===== src/rtl/can_bt_pkg.sv =====
package can_bt_pkg;
  typedef enum logic [1:0] {
    SEG_SYNC  = 2'd0,
    SEG_TSEG1 = 2'd1,
    SEG_TSEG2 = 2'd2
  } seg_e;
endpackage


===== src/rtl/can_bt_presc.sv =====
module can_bt_presc #(
  parameter int BRP_W = 6
) (
  input  logic             clk,
  input  logic             rst_n,
  input  logic [BRP_W-1:0] brp,
  input  logic             clr,
  output logic             tq_tick
);
  localparam int CW = BRP_W + 1;
  logic [CW-1:0] cnt;
  logic [CW-1:0] last;

  // 2*(P+1)-1 = 2P+1
  assign last    = {brp, 1'b1};
  assign tq_tick = (cnt >= last);

  always_ff @(posedge clk) begin
    if (!rst_n || clr || tq_tick) cnt <= '0;
    else                          cnt <= cnt + CW'(1);
  end
endmodule


===== src/rtl/can_bt_edge.sv =====
module can_bt_edge #(
  parameter int STAGES = 2
) (
  input  logic clk,
  input  logic rst_n,
  input  logic rx_i,
  output logic rx_s,
  output logic fall
);
  logic [STAGES-1:0] chain;
  logic              rx_d;

  generate
    if (STAGES == 1) begin : g_one
      always_ff @(posedge clk) begin
        if (!rst_n) chain <= '1;
        else        chain <= rx_i;
      end
    end else begin : g_many
      always_ff @(posedge clk) begin
        if (!rst_n) chain <= '1;
        else        chain <= {chain[STAGES-2:0], rx_i};
      end
    end
  endgenerate

  assign rx_s = chain[STAGES-1];

  always_ff @(posedge clk) begin
    if (!rst_n) rx_d <= 1'b1;
    else        rx_d <= rx_s;
  end

  assign fall = rx_d & ~rx_s;
endmodule


===== src/rtl/can_bt_cfg.sv =====
module can_bt_cfg #(
  parameter int LEN_W = 3,
  parameter int CNT_W = 5
) (
  input  logic [LEN_W-1:0] prop_f,
  input  logic [LEN_W-1:0] ph1_f,
  input  logic [LEN_W-1:0] ph2_f,
  input  logic [LEN_W-1:0] sjw_f,
  output logic [CNT_W-1:0] prop_len,
  output logic [CNT_W-1:0] ph1_len,
  output logic [CNT_W-1:0] ph2_len,
  output logic [CNT_W-1:0] sjw_len,
  output logic             err
);
  assign prop_len = CNT_W'(prop_f) + CNT_W'(1);
  assign ph1_len  = CNT_W'(ph1_f)  + CNT_W'(1);
  assign ph2_len  = CNT_W'(ph2_f)  + CNT_W'(1);
  assign sjw_len  = CNT_W'(sjw_f)  + CNT_W'(1);

  assign err = ((prop_len + ph1_len) < ph2_len) || (ph2_len < sjw_len);
endmodule


===== src/rtl/can_bt_seq.sv =====
module can_bt_seq
  import can_bt_pkg::*;
#(
  parameter int CNT_W = 5
) (
  input  logic             clk,
  input  logic             rst_n,
  input  logic             tq_tick,
  input  logic             fall,
  input  logic             rx_s,
  input  logic             bus_idle,
  input  logic             cfg_err,
  input  logic [CNT_W-1:0] prop_len,
  input  logic [CNT_W-1:0] ph1_len,
  input  logic [CNT_W-1:0] ph2_len,
  input  logic [CNT_W-1:0] sjw_len,
  output logic             restart,
  output logic             sample_stb,
  output logic             sample_bit,
  output logic             bit_stb
);
  seg_e             seg, seg_n;
  logic [CNT_W-1:0] cnt, cnt_n, ext, ext_n, shr, shr_n;
  logic             used, used_n;
  logic             samp_n, sbit_n, bstb_n;
  logic             soft_ok;
  logic [CNT_W-1:0] err_late, err_early, amt_late;

  assign err_late  = cnt + CNT_W'(1);
  assign err_early = ph2_len - cnt;
  assign amt_late  = (err_late < sjw_len) ? err_late : sjw_len;

  assign soft_ok = fall && !bus_idle && !used &&
                   !(seg == SEG_TSEG2 && !sample_bit);

  assign restart = !cfg_err &&
                   ((fall && bus_idle) ||
                    (soft_ok && seg == SEG_TSEG2 && err_early <= sjw_len));

  always_comb begin
    seg_n  = seg;
    cnt_n  = cnt;
    ext_n  = ext;
    shr_n  = shr;
    used_n = used;
    samp_n = 1'b0;
    bstb_n = 1'b0;
    sbit_n = sample_bit;
    if (cfg_err) begin
      seg_n  = SEG_SYNC;
      cnt_n  = '0;
      ext_n  = '0;
      shr_n  = '0;
      used_n = 1'b0;
    end else if (restart) begin
      seg_n  = SEG_SYNC;
      cnt_n  = '0;
      ext_n  = '0;
      shr_n  = '0;
      used_n = 1'b0;
      bstb_n = 1'b1;
    end else begin
      if (soft_ok && seg == SEG_TSEG1) begin
        ext_n  = amt_late;
        used_n = 1'b1;
      end
      if (soft_ok && seg == SEG_TSEG2) begin
        shr_n  = sjw_len;
        used_n = 1'b1;
      end
      if (tq_tick) begin
        case (seg)
          SEG_SYNC: begin
            seg_n = SEG_TSEG1;
            cnt_n = '0;
          end
          SEG_TSEG1: begin
            if (err_late >= prop_len + ph1_len + ext_n) begin
              seg_n  = SEG_TSEG2;
              cnt_n  = '0;
              samp_n = 1'b1;
              sbit_n = rx_s;
            end else begin
              cnt_n = err_late;
            end
          end
          SEG_TSEG2: begin
            if (err_late >= ph2_len - shr_n) begin
              seg_n  = SEG_SYNC;
              cnt_n  = '0;
              ext_n  = '0;
              shr_n  = '0;
              used_n = 1'b0;
              bstb_n = 1'b1;
            end else begin
              cnt_n = err_late;
            end
          end
          default: begin
            seg_n = SEG_SYNC;
            cnt_n = '0;
          end
        endcase
      end
    end
  end

  always_ff @(posedge clk) begin
    if (!rst_n) begin
      seg        <= SEG_SYNC;
      cnt        <= '0;
      ext        <= '0;
      shr        <= '0;
      used       <= 1'b0;
      sample_stb <= 1'b0;
      sample_bit <= 1'b1;
      bit_stb    <= 1'b0;
    end else begin
      seg        <= seg_n;
      cnt        <= cnt_n;
      ext        <= ext_n;
      shr        <= shr_n;
      used       <= used_n;
      sample_stb <= samp_n;
      sample_bit <= sbit_n;
      bit_stb    <= bstb_n;
    end
  end
endmodule


===== src/rtl/can_bit_timing.sv =====
module can_bit_timing #(
  parameter int BRP_W       = 6,
  parameter int LEN_W       = 3,
  parameter int SYNC_STAGES = 2
) (
  input  logic             clk,
  input  logic             rst_n,
  input  logic [BRP_W-1:0] brp_i,
  input  logic [LEN_W-1:0] prop_i,
  input  logic [LEN_W-1:0] ph1_i,
  input  logic [LEN_W-1:0] ph2_i,
  input  logic [LEN_W-1:0] sjw_i,
  input  logic             bus_idle_i,
  input  logic             rx_i,
  output logic             sample_stb_o,
  output logic             sample_bit_o,
  output logic             bit_stb_o,
  output logic             cfg_err_o
);
  localparam int LEN_MAX = 1 << LEN_W;
  localparam int CNT_W   = $clog2(3 * LEN_MAX + 1);

  logic             tq_tick, restart, rx_s, fall;
  logic [CNT_W-1:0] prop_len, ph1_len, ph2_len, sjw_len;

  can_bt_cfg #(.LEN_W(LEN_W), .CNT_W(CNT_W)) u_cfg (
    .prop_f(prop_i), .ph1_f(ph1_i), .ph2_f(ph2_i), .sjw_f(sjw_i),
    .prop_len(prop_len), .ph1_len(ph1_len), .ph2_len(ph2_len),
    .sjw_len(sjw_len), .err(cfg_err_o)
  );

  can_bt_presc #(.BRP_W(BRP_W)) u_presc (
    .clk(clk), .rst_n(rst_n), .brp(brp_i),
    .clr(restart | cfg_err_o), .tq_tick(tq_tick)
  );

  can_bt_edge #(.STAGES(SYNC_STAGES)) u_edge (
    .clk(clk), .rst_n(rst_n), .rx_i(rx_i), .rx_s(rx_s), .fall(fall)
  );

  can_bt_seq #(.CNT_W(CNT_W)) u_seq (
    .clk(clk), .rst_n(rst_n), .tq_tick(tq_tick), .fall(fall),
    .rx_s(rx_s), .bus_idle(bus_idle_i), .cfg_err(cfg_err_o),
    .prop_len(prop_len), .ph1_len(ph1_len), .ph2_len(ph2_len),
    .sjw_len(sjw_len), .restart(restart),
    .sample_stb(sample_stb_o), .sample_bit(sample_bit_o),
    .bit_stb(bit_stb_o)
  );
endmodule


===== config.mk =====
export PLATFORM = sky130hd
export DESIGN_NAME = can_bit_timing
export DESIGN_NICKNAME = d
export VERILOG_FILES = /design/src/rtl/can_bt_pkg.sv /design/src/rtl/can_bt_presc.sv /design/src/rtl/can_bt_edge.sv /design/src/rtl/can_bt_cfg.sv /design/src/rtl/can_bt_seq.sv /design/src/rtl/can_bit_timing.sv
export SDC_FILE = /design/constraint.sdc
export NUM_CORES = 1
export LEC_CHECK = 0
export BUFFER_PORTS_ARGS = -buffer_cell sky130_fd_sc_hd__buf_2
export CORE_MARGIN = 2
export CORE_UTILIZATION = 40
export DETAILED_ROUTE_END_ITERATION = 10
export REMOVE_ABC_BUFFERS = 1
export SETUP_SLACK_MARGIN = 0.2
export SYNTH_ARGS = -nofsm -noshare
export SYNTH_HDL_FRONTEND = slang
export SYNTH_SLANG_ARGS = --single-unit

===== constraint.sdc =====
create_clock -name clk -period 4.3 [get_ports clk]
set_input_delay 0.215 -clock clk [delete_from_list [all_inputs] [get_ports clk]]
set_output_delay 0.215 -clock clk [all_outputs]
set_load 0.005 [all_outputs]

Word level (Yosys, flattened, before mapping)
Index checks and enable logic that the tools add are counted.
Widths: inputs -> output; s select.
Storage, ports and cells
  bits in registers: 31
  input port bits: 22
  output and inout port bits: 4
  logic and storage cells: 94
Operators by class
  $add $sub $neg: 10
  $lt $le $gt $ge: 7
  equality and inequality tests: 4
  mux-type cells: 29
  bitwise gates (word level): 8
  reductions and logical operators: 25
Operators by type and width (number)
  $mux 5: 15
  $add 3x1->4 const B: 4
  $ge 5x5->1: 2
  $lt 5x5->1: 2
  $mux 1: 10
  $pmux 5 s2: 1
  $sub 4x5->5: 2
  $logic_and 1x1->1: 9
  $add 7x1->7 const B: 1
  $ge 7x7->1: 1
  $logic_not 1->1: 6
  $not 1->1: 6
  $pmux 2 s3: 1
  $add 4x4->5: 1
  $add 5x1->5 const B: 1
  $add 5x5->5: 1
  $le 5x4->1: 1
  $lt 5x4->1: 1
  $reduce_and 5->1: 1
  $reduce_or 5->1: 1
  $logic_or 1x1->1: 4
  $mux 2: 2
  $ne 2x2->1 const B: 2
  $reduce_and 3->1: 1
  other kinds (7): 7

Depth between registers and ports, before layout
  depth after elaboration: 17
  mapped depth: 23
  gate-level depth less buffers: 23

By module
From an unflattened synthesis, not the netlist that was laid out.
Second synthesis, totals
  cells, all modules: 327
  area, all modules: 2961.6 sq um
By module, submodules not included
  can_bt_seq: instances 1, cells an instance 208, area an instance 1954.4 sq um, seq. area each 420.4 sq um
  can_bt_cfg: instances 1, cells an instance 61, area an instance 462.9 sq um, seq. area each 0.0 sq um
  can_bt_presc: instances 1, cells an instance 50, area an instance 452.9 sq um, seq. area each 140.1 sq um
  can_bt_edge: instances 1, cells an instance 7, area an instance 85.1 sq um, seq. area each 60.1 sq um
  can_bit_timing: instances 1, cells an instance 1, area an instance 6.3 sq um, seq. area each 0.0 sq um

Worst setup path after synthesis
Ideal clock, no wire load.
  path type: register to register
  start point: reg u_seq.cnt[0]
  end point: reg u_seq.cnt[2]
  library setup time: 0.070 ns
  data arrival time: 4.044 ns
  required time: 4.230 ns
  slack: 0.186 ns
  stages on the path, launching flop included: 23
  path buffers: 0
  period minus slack after synthesis: 4.114 ns
  cell sequence: dfxtp_1 > ha_1 > ha_1 > a21oi_1 > o21ai_0 > a2111oi_0 > a31oi_1 > nand2_1 > ha_1 > inv_1 > fa_1 > inv_1 > a21o_1 > a21oi_1 > xor2_1 > xnor2_1 > ha_1 > nand2b_1 > a2bb2oi_1 > o21a_1 > a211oi_1 > nand3_1 > a21oi_1
Between the ends
  word-level cells in the longest chain between the ends: 10
  elaborated cells on any way between the ends: 18
  classes of those cells: add/sub: 3; order compare: 4; mux: 7; reduce/logical: 4
RTL lines
  start, declared: RTL line can_bt_seq.sv:23  | logic [CNT_W-1:0] cnt, cnt_n, ext, ext_n, shr, shr_n;
  start signal, assigned: RTL line can_bt_seq.sv:120  | cnt <= cnt_n;
  $add 5x1->5: RTL line can_bt_seq.sv:29  | assign err_late = cnt + CNT_W'(1);
  $lt 5x4->1: RTL line can_bt_seq.sv:31  | assign amt_late = (err_late < sjw_len) ? err_late : sjw_len;
  $mux 5: RTL line can_bt_seq.sv:31
  $mux 5: RTL line can_bt_seq.sv:63  | if (soft_ok && seg == SEG_TSEG1) begin
  $mux 5: RTL line can_bt_seq.sv:55  | end else if (restart) begin
  $mux 5: RTL line can_bt_seq.sv:49  | if (cfg_err) begin
  $add 5x5->5: RTL line can_bt_seq.sv:78  | if (err_late >= prop_len + ph1_len + ext_n) begin
  $ge 5x5->1: RTL line can_bt_seq.sv:78
  $mux 5: RTL line can_bt_seq.sv:78
  $pmux 5 s2: RTL line can_bt_seq.sv:72  | case (seg)
Several ways; a longest one is shown, not always the timed one. The select of a mux whose other input is x is not followed.
A chain may end at the register's enable or synchronous reset.

Worst setup path after layout
  start point: reg u_seq.cnt[1]
  end point: reg u_seq.cnt[2]
The elaborated chain is that of the path after synthesis.

==> flow_summary.json <==
{
  "worst-setup-path-type": "reg2reg",
  "routed_wl_um": 6380,
  "grt-ovfl-total": 0,
  "grt_setup_unrepaired": "true",
  "layout_commonest_cell": "ha_1",
  "maxSlewHeadroom_pct": 59.6,
  "viasPerCell": 5.38,
  "hold_slack_ps": 111,
  "drc": 0,
  "start_util_pct": 41.9,
  "antenna_found_initial": 0,
  "clock_sinks": 31,
  "nets": 439,
  "gr-usage-met2_pct": 32.3,
  "dp_hpwl_um": 4910,
  "synth_edf_count": 0,
  "ys.flop_type": "dfxtp_1",
  "hold_viol": 0,
  "cts_buffer_depth": 2,
  "p_leak_nw": 1.50,
  "ys_seq_area_share_pct": 23.1,
  "cts-root-buf": "clkbuf_8",
  "tns_ps": 0,
  "place.gp.congestion": 0.852,
  "peakVddDrop_uv": 240,
  "final_layout_size_suffix_gt1_share_pct": 28.3,
  "multi_input_area_um2": 2040,
  "grt_max_degree": 15,
  "port_buffers": 25,
  "register_area_um2": 628,
  "core_area_um2": 6420,
  "htree_levels": 2,
  "cp_max_fo": 4,
  "drv_slew": 0,
  "p_per_area_nw_per_um2": 224,
  "die_area_um2": 7390,
  "cp.required_ps": 4520,
  "grt_use_total_pct": 18.1,
  "crit_arrival_ps": 4290,
  "design_area_um2": 3310,
  "gr-usage-met3_pct": 3.18,
  "synthCells": 311,
  "yosys_warnings": 0,
  "power.total_mw": 0.742,
  "async_flop_share_pct": 0,
  "grt_pass1_vias": 2414,
  "vias": 2372,
  "grt_pass1_wl_um": 10800,
  "rows": 29,
  "io_pins": 26,
  "die_w_um": 86.0,
  "worst_pin_slew_ps": 606,
  "die_h_um": 86.0,
  "drt_iter0_drc": 80,
  "ys_ff_latch": 31,
  "min_period_ps": 4070,
  "synth_area_um2": 2690,
  "finalCritPeriodShare_pct": 94.7,
  "cap_violations": 0,
  "yosysUniqueCellTypes": 45,
  "max_freq_mhz": 246,
  "syn_area_per_cell_um2": 8.65,
  "cts.reportedPaths.clkPinSlew_ps": 70,
  "antenna_cells": 0,
  "wl_per_cell_um": 14.5,
  "min-delay-path-class": "in2reg",
  "filler_cell_count": 599,
  "dr.pass1.iters": 4,
  "crit_path_end_kind": "flop",
  "met1_usage_pct": 21.9,
  "placed_area_um2": 3010,
  "area_delta_synth_final_pct": 23.2,
  "ant_nets": 0,
  "cts_buffers": 5,
  "status": "complete, no violations",
  "skew_ps": 3.71,
  "cts_tree": "done",
  "start_kind": "flop",
  "final_cell_mix": "ha_1 (46), inv_1 (32), dfxtp_1 (29), buf_4 (26), buf_2 (25)",
  "top_usage_layer": "met2",
  "finalSetupViolations": 0,
  "insertion_delay_ps": 280
}
-- routing by layer --
metal  share of wire (%)  vias up
li1                    -     1202
met1                  45     1117
met2                  49       43
met3                 3.1       10
met4                 2.2        0
met5                   0        -
-- critical path: stages (launching register included) --
cell	delay [ps]
dfxtp_4	370
ha_4	250
ha_4	230
a21oi_2	150
o21ai_2	110
a21o_1	250
a31oi_2	250
nand2_1	90
ha_2	200
inv_2	60
fa_2	200
inv_1	40
a21o_1	150
a21oi_2	130
xor2_1	190
xnor2_1	140
ha_2	320
a2bb2oi_2	140
o21a_1	150
a211oi_2	220
buf_4	170
nand3_2	80
a21oi_2	130
-- layout make-up --
| type | instances | share of cell area [%] |
|---|---|---|
| multi-input combinational | 240 | 61.6 |
| tap | 77 | 2.91 |
| clock buffer | 8 | 3.02 |
| inverter | 34 | 3.85 |
| sequential | 31 | 19.0 |
| timing repair buffer | 51 | 9.67 |
-- metrics by stage --
stage	std cells	utilization (%)	setup WS [ps]
global route	441	51.6	-5.12
CTS	434	49.3	203
detailed placement	426	46.8	-42.0
floorplan	305	-	175
finish	441	51.6	227
global placement	426	46.8	92.3
-- flip-flops by register name, summed over array words and instances, names as in the netlist --
register	flops
u_edge.chain	2
u_edge.rx_d	1
u_presc.cnt	7
u_seq.bit_stb	1
u_seq.cnt	5
u_seq.ext	5
u_seq.sample_bit	1
u_seq.sample_stb	1
u_seq.seg	2
u_seq.shr	5
u_seq.used	1
-- where the power goes --
group	internal, mW	leakage, nW	switching, mW
logic	0.0845	1.20	0.111
clock network	0.146	0.0515	0.108
registers	0.289	0.252	0.00276
total	0.520	1.50	0.222
-- kinds of logic (layout without fill, tap and decap cells) --
logic type / after synthesis / count (layout) / share of synthesized area, %
AND/OR/NAND/NOR: 94 / 94 / 19.5
AO/OA/AOI/OAI: 67 / 67 / 16.1
adder cells (fa/ha/maj): 54 / 54 / 26.2
buffers and inverters: 40 / 93 / 6.47
flip-flops: 31 / 31 / 23.1
XOR/XNOR: 20 / 20 / 6.79
multiplexers: 5 / 5 / 1.86
-- repair_timing --
item / CTS / global route
pin swaps: 4 / 23
endpoints found under the setup margin: 8 / 15
hold buffers: 0 / 0
resized for setup: 18 / 18
buffers inserted: 0 / 7
-- cell usage after synthesis (3+ instances only) --
master / count / area, µm²
ha_1: 50 / 626
inv_1: 34 / 128
dfxtp_1: 31 / 621
nand2_1: 20 / 75.1
nor2_1: 20 / 75.1
a21oi_1: 17 / 85.1
nor3_2: 13 / 130
o21ai_0: 13 / 65.1
nand3_1: 12 / 60.1
xor2_1: 10 / 87.6
xnor2_1: 9 / 78.8
a211oi_1: 8 / 60.1
a21o_1: 8 / 60.1
nand2b_1: 8 / 50.1
mux2i_1: 5 / 50.1
nor2b_1: 5 / 31.3
a31oi_1: 4 / 25.0
fa_1: 4 / 80.1
and3_1: 3 / 18.8
buf_6: 3 / 33.8
nor3_1: 3 / 15.0
-- worst paths after layout --
check	from	end	slack, ps	cells past startpoint
worst max-delay path	u_seq.cnt[1]	u_seq.cnt[2]	230	22
worst min-delay path	rx_i	u_edge.chain[0]	110	2
worst max register to register	u_seq.cnt[1]	u_seq.cnt[2]	230	22
worst min register to register	u_edge.chain[0]	u_edge.chain[1]	410	1
(Power assumes the default switching activity.)
